$ cat src/rtl/rts_pkg.sv
`timescale 1ns/1ps
package rts_pkg;
  // Number of bit-times selected by a delay code.
  function automatic int unsigned dly_len(input int unsigned code, input int unsigned step);
    return code * step;
  endfunction

  // Reason for the next value of the output, used for readability of the control logic.
  typedef enum logic [2:0] {
    CAUSE_OFF, CAUSE_INIT, CAUSE_START, CAUSE_STOP, CAUSE_WAIT, CAUSE_FRAME, CAUSE_IDLE
  } rts_cause_e;
endpackage

$ cat src/rtl/rts_frame_trk.sv
`timescale 1ns/1ps
module rts_frame_trk (
  input  logic clk,
  input  logic rst,
  input  logic init_i,
  input  logic start_i,
  input  logic stop_i,
  output logic in_frame_o
);
  always_ff @(posedge clk) begin
    if (rst || init_i)  in_frame_o <= 1'b0;
    else if (start_i)   in_frame_o <= 1'b1;
    else if (stop_i)    in_frame_o <= 1'b0;
  end

  // a start strobe opens a frame
  p_start_opens_r4: assert property (@(posedge clk) disable iff (rst)
    (start_i && !init_i) |=> in_frame_o);
  // initialise closes any frame
  p_init_closes_r7: assert property (@(posedge clk) disable iff (rst)
    init_i |=> !in_frame_o);
endmodule

$ cat src/rtl/rts_dly_cnt.sv
`timescale 1ns/1ps
module rts_dly_cnt #(
  parameter int CNT_W = 7
) (
  input  logic             clk,
  input  logic             rst,
  input  logic             clr_i,
  input  logic             load_i,
  input  logic [CNT_W-1:0] load_val_i,
  input  logic             tick_i,
  output logic             busy_o,
  output logic             expire_o
);
  logic [CNT_W-1:0] cnt_q;

  always_ff @(posedge clk) begin
    if (rst || clr_i)              cnt_q <= '0;
    else if (load_i)               cnt_q <= load_val_i;
    else if (tick_i && busy_o)     cnt_q <= cnt_q - CNT_W'(1);
  end

  assign busy_o   = (cnt_q != '0);
  assign expire_o = tick_i && (cnt_q == CNT_W'(1));

  // without a tick the remaining wait does not move
  p_hold_no_tick_r8: assert property (@(posedge clk) disable iff (rst)
    (!tick_i && !clr_i && !load_i) |=> $stable(cnt_q));
  // an expiring count reaches idle in the next cycle
  p_expire_idle_r8: assert property (@(posedge clk) disable iff (rst)
    (expire_o && !load_i) |=> !busy_o);
endmodule

$ cat src/rtl/rts_flow_ctrl.sv
`timescale 1ns/1ps
module rts_flow_ctrl #(
  parameter int CODE_W = 4,
  parameter int STEP   = 8
) (
  input  logic              clk,
  input  logic              rst,
  input  logic              rts_en_i,
  input  logic              rx_en_i,
  input  logic              rx_init_i,
  input  logic [CODE_W-1:0] dly_code_i,
  input  logic              start_det_i,
  input  logic              stop_mid_i,
  input  logic              bit_tick_i,
  output logic              rts_n_o
);
  import rts_pkg::*;

  localparam int MAX_DLY = ((1 << CODE_W) - 1) * STEP;
  localparam int CNT_W   = $clog2(MAX_DLY + 1);

  logic             in_frame;
  logic             busy, expire;
  logic             cnt_load, cnt_clr;
  logic [CNT_W-1:0] dly_val;
  logic             rts_n_d;
  rts_cause_e       cause;

  rts_frame_trk u_frame (
    .clk(clk), .rst(rst), .init_i(rx_init_i),
    .start_i(start_det_i), .stop_i(stop_mid_i), .in_frame_o(in_frame)
  );

  assign dly_val = CNT_W'(dly_len(int'(dly_code_i), STEP));

  rts_dly_cnt #(.CNT_W(CNT_W)) u_cnt (
    .clk(clk), .rst(rst), .clr_i(cnt_clr), .load_i(cnt_load),
    .load_val_i(dly_val), .tick_i(bit_tick_i),
    .busy_o(busy), .expire_o(expire)
  );

  // Priority order: enable, initialise, start, stop, countdown, frame, idle.
  always_comb begin
    if (!rts_en_i)        cause = CAUSE_OFF;
    else if (rx_init_i)   cause = CAUSE_INIT;
    else if (start_det_i) cause = CAUSE_START;
    else if (stop_mid_i)  cause = CAUSE_STOP;
    else if (busy)        cause = CAUSE_WAIT;
    else if (in_frame)    cause = CAUSE_FRAME;
    else                  cause = CAUSE_IDLE;
  end

  always_comb begin
    cnt_load = 1'b0;
    cnt_clr  = 1'b0;
    rts_n_d  = 1'b1;
    unique case (cause)
      CAUSE_OFF, CAUSE_INIT, CAUSE_START: cnt_clr = 1'b1;
      CAUSE_STOP: begin
        cnt_load = rx_en_i;
        rts_n_d  = !(rx_en_i && dly_val == '0);
      end
      CAUSE_WAIT: begin
        cnt_clr = !rx_en_i;
        rts_n_d = !(rx_en_i && expire);
      end
      CAUSE_FRAME: rts_n_d = rts_n_o;
      CAUSE_IDLE:  rts_n_d = !rx_en_i;
      default:     rts_n_d = 1'b1;
    endcase
  end

  always_ff @(posedge clk) begin
    if (rst) rts_n_o <= 1'b1;
    else     rts_n_o <= rts_n_d;
  end

  // disabled handshake forces the line high
  p_off_high_r2: assert property (@(posedge clk) disable iff (rst)
    !rts_en_i |=> rts_n_o);
  // initialise forces the line high
  p_init_high_r7: assert property (@(posedge clk) disable iff (rst)
    rx_init_i |=> rts_n_o);
  // start strobe raises the line
  p_start_high_r4: assert property (@(posedge clk) disable iff (rst)
    start_det_i |=> rts_n_o);
  // the line only falls while receive and handshake were enabled
  p_fall_needs_en_r3: assert property (@(posedge clk) disable iff (rst)
    $fell(rts_n_o) |-> ($past(rx_en_i) && $past(rts_en_i)));
  // an open frame never lets the line fall
  p_frame_holds_r10: assert property (@(posedge clk) disable iff (rst)
    (in_frame && !stop_mid_i) |=> rts_n_o);
  // frame ending with receive disabled keeps the line high
  p_stop_off_r6: assert property (@(posedge clk) disable iff (rst)
    (stop_mid_i && !rx_en_i) |=> rts_n_o);
endmodule

$ cat config.mk
export PLATFORM = sky130hd
export DESIGN_NAME = rts_flow_ctrl
export DESIGN_NICKNAME = d
export VERILOG_FILES = /design/src/rtl/rts_pkg.sv /design/src/rtl/rts_frame_trk.sv /design/src/rtl/rts_dly_cnt.sv /design/src/rtl/rts_flow_ctrl.sv
export SDC_FILE = /design/constraint.sdc
export NUM_CORES = 1
export LEC_CHECK = 0
export BUFFER_PORTS_ARGS = -buffer_cell sky130_fd_sc_hd__buf_2
export CORE_MARGIN = 1.5
export CORE_UTILIZATION = 46
export DETAILED_ROUTE_END_ITERATION = 6
export GPL_TIMING_DRIVEN = 0
export PLACE_DENSITY = 0.68
export SLEW_MARGIN = 10
export SYNTH_ARGS = -nofsm -noshare
export SYNTH_HDL_FRONTEND = slang
export SYNTH_HIERARCHICAL = 1
export SYNTH_SLANG_ARGS = --single-unit
$ cat constraint.sdc
create_clock -name clk -period 2.91 [get_ports clk]
set_clock_uncertainty 0.05 [all_clocks]
set_input_delay 0.291 -clock clk [delete_from_list [all_inputs] [get_ports clk]]
set_output_delay 0.291 -clock clk [all_outputs]
set_load 0.01 [all_outputs]
# Yosys cells after proc, flatten, opt, wreduce, memory -nomap -nowiden
# Cells that the tools add are included.
[word_totals]
wordCells = 41
inputBits = 12
latch_bits = 0
out_inout_bits = 1
n_memories = 0
rom_bits = 0
ramBits = 0
regBits = 9
[classes]
magnitude_cmp = 0
n_div = 0
bitwise_logic = 0
n_mux = 13
n_reduce_logical = 16
addsub = 1
n_mul = 0
shift = 0
n_eq_ne = 7
[ops]
columns = ["cell", "n"]
rows = [
  ["$mux 7", 2],
  ["$mux 3", 4],
  ["$eq 3x3->1 const B", 3],
  ["$eq 7x1->1 const B", 1],
  ["$logic_not 7->1", 1],
  ["$reduce_bool 7->1", 1],
  ["$sub 7x1->7 const B", 1],
  ["$eq 3x2->1 const B", 2],
  ["$logic_and 1x1->1", 4],
  ["$mux 2", 2],
  ["$pmux 1 s4", 1],
  ["$reduce_bool 2->1", 2],
  ["$eq 3x1->1 const B", 1],
  ["$logic_not 1->1", 3],
  ["$logic_not 3->1", 1],
  ["$mux 1", 3],
  ["$reduce_or 3->1", 1],
  ["$logic_or 1x1->1", 2],
  ["$pmux 1 s2", 1],
  ["$reduce_or 2->1", 1],
]

# Longest topological paths before layout
# Gate-level depths: netlist (run 1).
[depth]
ltp_word = 11
depth_mapped = 11
ltp_nobuf = 11

# Modules after synthesis
# The synthesis (run 1) kept the hierarchy.
[by_module_without_submodules]
columns = ["module", "area_per_inst_um2", "n_inst", "cells_per_inst", "seq_area_each_um2"]
rows = [
  ["rts_dly_cnt", 440.4, 1, 55, 140.1],
  ["rts_flow_ctrl", 160.2, 1, 19, 20.0],
  ["rts_frame_trk", 45.0, 1, 4, 20.0],
]

# Least setup slack after synthesis (run 1)
# No wires, ideal clock.
[synth_path]
path_kind = "register to register"
from = "register u_cnt.cnt_q[2]"
to = "register u_cnt.cnt_q[5]"
t_arrival_ps = 2777
path_slack_ps = 4
t_required_ps = 2781
path_stages_with_launch = 11
synth_period_minus_slack_ps = 2906
setup_ps = 79
path_cell_list = "dfxtp_1 -> or4_1 -> clkbuf_2 -> or2_2 -> nor2_1 -> nor4_1 -> a211o_1 -> nor2_1 -> nand2_1 -> or4_1 -> o211ai_1"
[synth_between]
elab_chain_len = 10
elab_cells_between_ends = 20
[synth_lines]
columns = ["item", "line", "rtl"]
rows = [
  ["from (decl)", "rts_dly_cnt.sv:14", "logic [CNT_W-1:0] cnt_q;"],
  ["from (signal assigned)", "rts_dly_cnt.sv:18", "else if (load_i) cnt_q <= load_val_i;"],
  ["from (signal assigned)", "rts_dly_cnt.sv:19", "else if (tick_i && busy_o) cnt_q <= cnt_q - CNT_W'(1);"],
  ["$reduce_bool 7->1 (*)", "rts_dly_cnt.sv:22", "assign busy_o = (cnt_q != '0);"],
  ["named net busy", "rts_flow_ctrl.sv:23", "logic busy, expire;"],
  ["$mux 2 (*)", "rts_flow_ctrl.sv:48", "else if (busy) cause = CAUSE_WAIT;"],
  ["$mux 3 (*)", "rts_flow_ctrl.sv:47", "else if (stop_mid_i) cause = CAUSE_STOP;"],
  ["$mux 3 (*)", "rts_flow_ctrl.sv:46", "else if (start_det_i) cause = CAUSE_START;"],
  ["$mux 3 (*)", "rts_flow_ctrl.sv:45", "else if (rx_init_i) cause = CAUSE_INIT;"],
  ["$mux 3 (*)", "rts_flow_ctrl.sv:44", "if (!rts_en_i) cause = CAUSE_OFF;"],
  ["$eq 3x1->1 (tied with other cells)", "rts_flow_ctrl.sv:57", "unique case (cause)"],
  ["$reduce_or 3->1", "rts_flow_ctrl.sv:57", ""],
  ["$pmux 1 s2 (*)", "rts_flow_ctrl.sv:57", ""],
  ["named net cnt_clr", "rts_flow_ctrl.sv:24", "logic cnt_load, cnt_clr;"],
  ["$logic_or 1x1->1 (*)", "rts_dly_cnt.sv:17", "if (rst || clr_i) cnt_q <= '0;"],
]
# The timed path passes the listed nets; every way through them passes the cells marked *. The select of a mux whose other input is x is not followed.
# A chain may end at the register's enable or synchronous reset.

# Worst setup path in the final report (run 1)
# Ends and elaborated chain as after synthesis.

==> out/qor.yml, run 1 <==
synth-edff-count: 0
antenna_found_initial: 0
cts_root_buffer: "clkbuf_4"
final-hold-violation-count: 0
postCtsHoldBufs: 0
path_cells: "or4_1, clkbuf_4, or2_4, nor2b_4, o311ai_4, a211o_1, nor2_4, nand2_2, or4_1, o211ai_1"
cts_tree: "built"
drv_cap: 0
gp_congestion: 0.814
ios: 13
dieArea_sq_um: 1640
postSynthAreaPerCell_sq_um: 8.28
placement.io_buffers: 12
setup.worst_path.class: "flip-flop to flip-flop"
grt_pass1_wl_um: 2240
vias: 602
dr.pass1.iters: 6
critPathMaxStageDelay_ns: 0.52
worstSetupEndpointType: "flip-flop"
clock_latency_ns: 0.26
worst_slack_ns: 0.118
h-tree-depth: 1
async_reset_ff_share_pct: 0
worst_hold_startpoint: "dly_code_i[2]"
yosysTopAreaCell: "dfxtp_1"
cp_slowest_cell: "or4_1"
powerDensity_nw_per_um2: 330
ys_seq_area_share_pct: 27.9
drc: 0
grt_pass1_vias: 507
numCtsBuffers: 3
diodes: 0
grt-ovfl-total: 0
dpl_worst_slack_ns: -0.352
routed_via_density: 5.38
core_area_sq_um: 1300
synth.distinct_cells: 34
final_core_util_pct: 60.6
hp-class: "primary input to flip-flop"
layout_common_cells: "12 x buf_2, 9 x dfxtp_1, 8 x o21ai_0"
rows: 13
whs_ns: 0.229
finalWirelength_um: 1490
setup_viol: 0
min_period_over_period_pct: 96.0
reg2regPathDepth: 10
grt_max_degree: 9
worst_setup_path_start_kind: "flip-flop"
holdPathStages: 3
antenna_left: 0
p_total_uw: 260
initialDrtViolationCount: 25
cts_buffer_depth: 2
max_freq_mhz: 358
die_h_um: 40.5
timing.reg2reg.setup_slack_ns: 0.12
cp_data_required_time_ns: 3.05
wl_per_cell_um: 13.3
cp_data_arrival_time_ns: 2.93
finalCriticalPeriod_ns: 2.79
finalMaxSlewViolations: 0
clkSlewWorstSetupHoldPaths_ns: 0.07
drive_above_1_share_pct: 27.8
synth_top_flop_cell: "dfxtp_1"
r2r-start: "u_cnt/cnt_q[2]$_SDFFE_PP0P_"
path_depth: 10
start_util_pct: 49.6
cp_num_buf_inv: 1
dpl.hpwl_um: 1060
p_leak_uw: 0.000301
rsz0062_at_grt: "no"
place_area_sq_um: 732
syn_to_final_growth_pct: 22.1
peakVddDrop_mv: 0.150
track_usage_pct: 21.5
final_common_cell: "buf_2"
nets: 113
synth-seq-cells: 9
synth_top_area_share_pct: 27.9
cts.sinks: 9
synth_area_leaders: "dfxtp_1 28%, o21ai_0 6.2%, ha_1 5.8%"
cp_max_fo: 8
cp_common_cell: "or4_1"
syn-cell-area_sq_um: 646
final_area_sq_um: 788
synth_cells: 78
startpoint: "u_cnt/cnt_q[2]$_SDFFE_PP0P_"
cp_top_family: "simple AND/OR/NAND/NOR gates"
ys.warnings.count: 6
status: "complete, no violations"
die_x_um: 40.5
power breakdown:
group	total, uW	internal (uW)	switching [uW]
clock network	99.2	52.9	46.3
logic	35.6	16.1	19.5
registers	125	124	1.06
routing by layer:
| layer | up-vias | part of all wire (%) | global-route usage (%) |
|---|---|---|---|
| li1 | 323 | - | - |
| met1 | 254 | 50 | 27.5 |
| met2 | 25 | 43 | 31.3 |
| met3 | 0 | 6.1 | 8.33 |
| met4 | 0 | 0 | 10.0 |
| met5 | - | 0 | 0 |
kinds of logic after synthesis:
family / count (synthesis) / synth area share, %
xor+xnor: 3 / 4.07
other cells: 1 / 0.581
fa+ha+maj: 3 / 5.81
buf+inv: 5 / 3.10
flops: 9 / 27.9
compound gates: 21 / 23.1
simple gates: 34 / 32.2
mux: 2 / 3.29
metrics by stage:
| stage | setup TNS (ns) | instances |
|---|---|---|
| after detailed placement | -0.352 | 107 |
| after global routing | 0 | 112 |
| after floorplan | 0 | 80 |
| after CTS | 0 | 112 |
| after global placement | -0.357 | 107 |
| final | 0 | 112 |
cells in the mapped netlist (2+ instances only):
library cell / count
a21oi_1: 3
or4_1: 3
nand3_1: 4
or2_2: 2
xnor2_1: 2
nand2b_1: 3
nand2_1: 3
dfxtp_1: 9
nor3_1: 2
and3_1: 2
o21ai_0: 8
nor4_1: 2
o21a_1: 2
nor2b_4: 2
inv_1: 4
o211ai_1: 2
nor2_1: 6
ha_1: 3
cell type report:
type | count | area (sq um)
buffer | 1 | 7.51
tap | 15 | 18.8
clock buffer | 4 | 26.3
fill | 134 | 513
inverter | 4 | 15.0
multi-input combinational | 66 | 473
sequential | 9 | 180
timing repair buffer | 13 | 67.6
flip-flops by register name, indices dropped and copies added, names as in the netlist:
register / cells
u_cnt/cnt_q: 7
rts_n_o: 1
u_frame/in_frame_o: 1
timing repair:
action | in CTS | in global routing
endpoints found under the setup margin | 1 | 1
gates cloned | 0 | 0
pin swaps | 1 | 0
buffers inserted | 1 | 0
endpoints found under the hold margin | 0 | 0
resized for setup | 2 | 6
worst reg2reg max path, delay by kind of cell, from the launching register on:
kind	cells	cell delay [ns]
flops	1	0.35
compound gates	3	0.51
simple gates	6	1.64
buf+inv	1	0.19
final timing paths:
path,endpoint
hold reg to reg,u_cnt/cnt_q[5]$_SDFFE_PP0P_
hold / removal,u_cnt/cnt_q[5]$_SDFFE_PP0P_
setup / recovery,u_cnt/cnt_q[5]$_SDFFE_PP0P_
setup reg to reg,u_cnt/cnt_q[5]$_SDFFE_PP0P_
Note: power is estimated with default switching activity, not from simulation.
==> run 2: changes to the inputs <==
--- a/config.mk
+++ b/config.mk
@@ -7,10 +7,9 @@
 export LEC_CHECK = 0
 export BUFFER_PORTS_ARGS = -buffer_cell sky130_fd_sc_hd__buf_2
 export CORE_MARGIN = 1.5
-export CORE_UTILIZATION = 46
+export CORE_UTILIZATION = 32
 export DETAILED_ROUTE_END_ITERATION = 6
 export GPL_TIMING_DRIVEN = 0
-export PLACE_DENSITY = 0.68
 export SLEW_MARGIN = 10
 export SYNTH_ARGS = -nofsm -noshare
 export SYNTH_HDL_FRONTEND = slang
==> run 2 against run 1 <==
  * Flip-flop and latch count is the same
  * Die area up 40%
  * Sequential power hardly changed
  * Combinational power is essentially flat
  * Utilization is 19 points lower
  * Final cell count is 11% higher
  * Final area is 1.9% higher
  * Sequential share of layout area is 0.27 points lower
  * Critical path depth unchanged
==> out/qor.yml, run 2 (synthesized netlist as in run 1, its figures left out) <==
wl_per_cell_um: 12.6
cts_root_buffer: "clkbuf_4"
status: "complete, no violations"
holdPathEnd: "u_cnt/cnt_q[5]$_SDFFE_PP0P_"
die_x_um: 47.9
final-hold-violation-count: 0
routed_via_density: 5.13
setup.worst_path.class: "flip-flop to flip-flop"
dpl.hpwl_um: 1110
cp_slowest_cell: "or4_1"
cp_data_required_time_ns: 3.05
die_h_um: 47.9
min_period_over_period_pct: 95.7
r2r-start: "u_cnt/cnt_q[2]$_SDFFE_PP0P_"
path_cells: "or4_1, buf_6, or2_4, nor2b_4, o311ai_4, a211o_1, nor2_4, nand2_2, or4_1, o211ai_1"
regMostFlops: "u_cnt/cnt_q"
peakVddDrop_mv: 0.198
critPathMaxStageDelay_ns: 0.52
syn_to_final_growth_pct: 24.4
rows: 16
fin_cells: 124
p_leak_uw: 0.000301
ios: 13
dr.pass1.iters: 4
final_core_util_pct: 41.8
layout_common_cells: "12 x buf_2, 8 x o21ai_0, 8 x dfxtp_1"
worst_slack_ns: 0.124
drive_above_1_share_pct: 28.9
initialDrtViolationCount: 18
antenna_left: 0
antenna_found_initial: 0
nets: 113
vias: 636
placed_cells: 119
grt_pass1_wl_um: 2320
final_common_cell: "buf_2"
numCtsBuffers: 3
dieArea_sq_um: 2300
finalWirelength_um: 1560
start_util_pct: 33.6
finalMaxSlewViolations: 0
reg2regPathDepth: 10
dpl_worst_slack_ns: -0.396
postCtsHoldBufs: 0
worst_hold_startpoint: "dly_code_i[2]"
setup_tns_ns: 0
powerDensity_nw_per_um2: 326
cts_buffer_depth: 2
cp_common_cell: "or4_1"
worstSetupEndpointType: "flip-flop"
cp_data_arrival_time_ns: 2.92
cts.sinks: 9
grt_max_degree: 9
grt-ovfl-total: 0
diodes: 0
grt_pass1_vias: 559
gp_congestion: 0.771
final_area_sq_um: 803
core_area_sq_um: 1920
largest_reg_flops: 7
h-tree-depth: 1
place_area_sq_um: 747
max_freq_mhz: 359
timing.reg2reg.setup_slack_ns: 0.12
setup_viol: 0
rsz0062_at_grt: "no"
drv_cap: 0
hp-class: "primary input to flip-flop"
cts_tree: "built"
finalCriticalPeriod_ns: 2.79
clock_latency_ns: 0.27
cp_max_fo: 8
track_usage_pct: 15.1
clkSlewWorstSetupHoldPaths_ns: 0.07
worst_setup_path_start_kind: "flip-flop"
reg2reg_to: "u_cnt/cnt_q[5]$_SDFFE_PP0P_"
drc: 0
holdPathStages: 3
placement.io_buffers: 12
top_regs: "u_cnt/cnt_q x7, rts_n_o x1, u_frame/in_frame_o x1"
-- run 2: power breakdown --
group | switching (uW) | total, uW | internal (uW)
combinational | 19.5 | 35.4 | 16.0
sequential | 0.771 | 125 | 124
clock | 48.5 | 102 | 53.1
-- run 2: final cells by class --
cell class | count | area (sq um)
flip-flops and latches | 9 | 181
multi-input cells | 66 | 468
fillers | 216 | 1120
repair buffers | 13 | 67.6
clock buffers | 4 | 26.3
well taps | 27 | 33.8
inverters | 4 | 15.0
plain buffers | 1 | 11.3
-- run 2: layer usage --
layer / up-vias / GRT usage (%) / part of all wire, %
met5: - / 0 / 0
met4: 0 / 9.73 / 1.3
met3: 4 / 3.40 / 5.9
met2: 21 / 27.2 / 53
met1: 285 / 15.5 / 40
li1: 326 / - / -
-- run 2: through the flow --
stage	hold slack, ns	total power, uW
4_1_cts	0.225	266
5_1_grt	0.248	279
2_1_floorplan	0.365	144
6_report	0.231	262
3_5_place_dp	0.457	161
3_3_place_gp	0.452	160
-- run 2: worst max path at each step --
stage | cells past startpoint | slack (ns) | endpoint | startpoint
floorplan | 10 | 0.004 | u_cnt/cnt_q[5]$_SDFFE_PP0P_ | u_cnt/cnt_q[2]$_SDFFE_PP0P_
global placement | 10 | -0.38 | u_cnt/cnt_q[5]$_SDFFE_PP0P_ | u_cnt/cnt_q[2]$_SDFFE_PP0P_
detailed placement | 10 | -0.40 | u_cnt/cnt_q[5]$_SDFFE_PP0P_ | u_cnt/cnt_q[2]$_SDFFE_PP0P_
CTS | 10 | 0.01 | u_cnt/cnt_q[5]$_SDFFE_PP0P_ | u_cnt/cnt_q[2]$_SDFFE_PP0P_
global route | 10 | 0.004 | u_cnt/cnt_q[5]$_SDFFE_PP0P_ | u_cnt/cnt_q[2]$_SDFFE_PP0P_
finish | 10 | 0.12 | u_cnt/cnt_q[5]$_SDFFE_PP0P_ | u_cnt/cnt_q[2]$_SDFFE_PP0P_
-- run 2: worst max-delay path: cells and delay by family (launching register included) --
family                 cells  cell delay (ns)
buffers and inverters      1             0.15
AO/OA/AOI/OAI              3             0.54
flip-flops                 1             0.34
AND/OR/NAND/NOR            6             1.62
-- run 2: what timing repair did --
action | CTS | global route
pin swaps | 1 | 1
endpoints found under the setup margin | 2 | 1
resized for setup | 3 | 7
setup buffers | 1 | 0
==> run 3: changes to the inputs <==
--- a/config.mk
+++ b/config.mk
@@ -5,11 +5,16 @@
 export SDC_FILE = /design/constraint.sdc
 export NUM_CORES = 1
 export LEC_CHECK = 0
+export ABC_AREA = 0
 export BUFFER_PORTS_ARGS = -buffer_cell sky130_fd_sc_hd__buf_2
+export CELL_PAD_IN_SITES_DETAIL_PLACEMENT = 2
+export CELL_PAD_IN_SITES_GLOBAL_PLACEMENT = 2
 export CORE_MARGIN = 1.5
-export CORE_UTILIZATION = 32
+export CORE_UTILIZATION = 29
+export CTS_BUF_LIST = sky130_fd_sc_hd__clkbuf_8
 export DETAILED_ROUTE_END_ITERATION = 6
 export GPL_TIMING_DRIVEN = 0
+export PLACE_DENSITY_LB_ADDON = 0.1
 export SLEW_MARGIN = 10
 export SYNTH_ARGS = -nofsm -noshare
 export SYNTH_HDL_FRONTEND = slang
==> run 3 against run 2 <==
  * Non-clock buffer count grew 6
  * Clock-buffer cell count shrank 1
  * Global-route usage grew 2.8 points
  * Highest routed layer unchanged
  * Sequential power is essentially flat
  * Critical endpoint unchanged
  * Worst hold slack gained 0.035 ns
  * Power is 21% higher
  * First-iteration DRC count fell by 78%
  * Largest cell class unchanged
==> out/qor.yml, run 3 (synthesized netlist as in run 1, its figures left out) <==
core_area_sq_um: 2020
dpl.hpwl_um: 1430
h-tree-depth: 1
finalWirelength_um: 2080
grt_pass1_wl_um: 3280
clock_latency_ns: 0.24
grt-ovfl-total: 0
cp_max_fo: 4
antenna_found_initial: 0
placement.io_buffers: 12
dr.pass1.iters: 4
drive_above_1_share_pct: 36.9
diodes: 0
rows: 16
antenna_left: 0
setup_tns_ns: 0
routed_via_density: 5.31
grt_pass1_vias: 697
cp_data_required_time_ns: 3.02
wl_per_cell_um: 16.0
cts_buffer_depth: 2
initialDrtViolationCount: 4
hp-class: "primary input to flip-flop"
largest_reg_flops: 7
nets: 119
drc: 0
p_total_uw: 318
worst_setup_path_start_kind: "flip-flop"
cp_data_arrival_time_ns: 2.86
timing.reg2reg.setup_slack_ns: 0.16
worst_hold_startpoint: "dly_code_i[0]"
min_period_over_period_pct: 94.4
status: "complete, no violations"
reg2regPathDepth: 10
r2r-start: "u_cnt/cnt_q[5]$_SDFFE_PP0P_"
cts_root_buffer: "clkbuf_8"
ios: 13
setup.worst_path.class: "flip-flop to flip-flop"
clkSlewWorstSetupHoldPaths_ns: 0.06
worstSetupEndpointType: "flip-flop"
setup_viol: 0
vias: 690
top_regs: "u_cnt/cnt_q x7, rts_n_o x1, u_frame/in_frame_o x1"
p_leak_uw: 0.000345
syn_to_final_growth_pct: 37.4
drv_cap: 0
holdPathStages: 3
die_h_um: 50.2
finalCriticalPeriod_ns: 2.75
final_common_cell: "buf_2"
powerDensity_nw_per_um2: 358
reg2reg_to: "u_cnt/cnt_q[5]$_SDFFE_PP0P_"
start_util_pct: 31.9
max_freq_mhz: 364
regMostFlops: "u_cnt/cnt_q"
whs_ns: 0.267
dpl_worst_slack_ns: -0.554
cts_tree: "built"
die_x_um: 50.2
holdPathEnd: "u_cnt/cnt_q[3]$_SDFFE_PP0P_"
rsz0062_at_grt: "no"
final_core_util_pct: 43.9
gp_congestion: 0.754
worst_slack_ns: 0.164
grt_max_degree: 9
track_usage_pct: 17.9
finalMaxSlewViolations: 0
cts.sinks: 9
layout_common_cells: "12 x buf_2, 8 x o21ai_0, 7 x dfxtp_1, 7 x buf_4"
numCtsBuffers: 3
dieArea_sq_um: 2520
peakVddDrop_mv: 0.286
final-hold-violation-count: 0
-- run 3: cell count changes in the layout (fill, tap and decap cells not counted) --
cell      before  now
nor2_2         1    0
clkbuf_4       3    0
dfxtp_2        1    2
clkbuf_8       0    3
nand2_2        1    0
nand2_4        0    1
dfxtp_1        8    7
or4_1          3    1
clkinv_2       0    1
or4_4          0    2
clkbuf_1       1    0
nor2_4         1    2
buf_4          1    7
-- run 3: through the flow --
stage / instance area [sq um] / std cells
2_1_floorplan: 653 / 80
3_3_place_gp: 747 / 119
3_5_place_dp: 747 / 119
4_1_cts: 816 / 124
5_1_grt: 887 / 130
6_report: 887 / 130
-- run 3: how the worst max path moves through the flow --
stage	slack, ns	cells past startpoint	start	endpoint
after global routing	0.08	10	u_cnt/cnt_q[5]$_SDFFE_PP0P_	u_cnt/cnt_q[5]$_SDFFE_PP0P_
after global placement	-0.47	10	u_cnt/cnt_q[2]$_SDFFE_PP0P_	u_cnt/cnt_q[5]$_SDFFE_PP0P_
after CTS	0.05	10	u_cnt/cnt_q[2]$_SDFFE_PP0P_	u_cnt/cnt_q[5]$_SDFFE_PP0P_
after floorplan	0.004	10	u_cnt/cnt_q[2]$_SDFFE_PP0P_	u_cnt/cnt_q[5]$_SDFFE_PP0P_
final	0.16	10	u_cnt/cnt_q[5]$_SDFFE_PP0P_	u_cnt/cnt_q[5]$_SDFFE_PP0P_
after detailed placement	-0.55	10	u_cnt/cnt_q[2]$_SDFFE_PP0P_	u_cnt/cnt_q[5]$_SDFFE_PP0P_
-- run 3: area by class of cell --
cell class / count / area [sq um]
Fill cell: 235 / 1130
Timing Repair Buffer: 19 / 113
Sequential cell: 9 / 183
Tap cell: 27 / 33.8
Inverter: 4 / 15.0
Multi-Input combinational cell: 66 / 485
Clock buffer: 3 / 41.3
Buffer: 1 / 11.3
Clock inverter: 1 / 5.00
-- run 3: metal layers --
metal  vias up  global-route usage [%]  part of all wire [%]
met5         -                       0                     0
met4         0                    8.33                   1.5
met3         4                    5.06                   4.4
met2        14                    27.9                    49
met1       337                    22.8                    45
li1        335                       -                     -
-- run 3: where the power goes --
group	internal (uW)	switching (uW)	total [uW]	leakage [uW]
combinational	18.2	21.8	40.0	0.000246
sequential	124	0.981	125	0.0000737
clock	94.0	58.5	153	0.0000255
-- run 3: worst max-delay path, stage by stage (launching register included) --
cell	delay, ns
dfxtp_2	0.33
or4_4	0.53
buf_6	0.14
or2_4	0.28
nor2b_4	0.14
o311ai_4	0.10
a211o_1	0.34
nor2_4	0.17
nand2_4	0.08
or4_4	0.42
o211ai_1	0.09
-- run 3: repair_timing --
item                       CTS  global route
hold buffers                 0             0
setup endpoints to repair    4             1
buffers inserted             1             6
pin swaps                    1             5
resized for setup            5            10
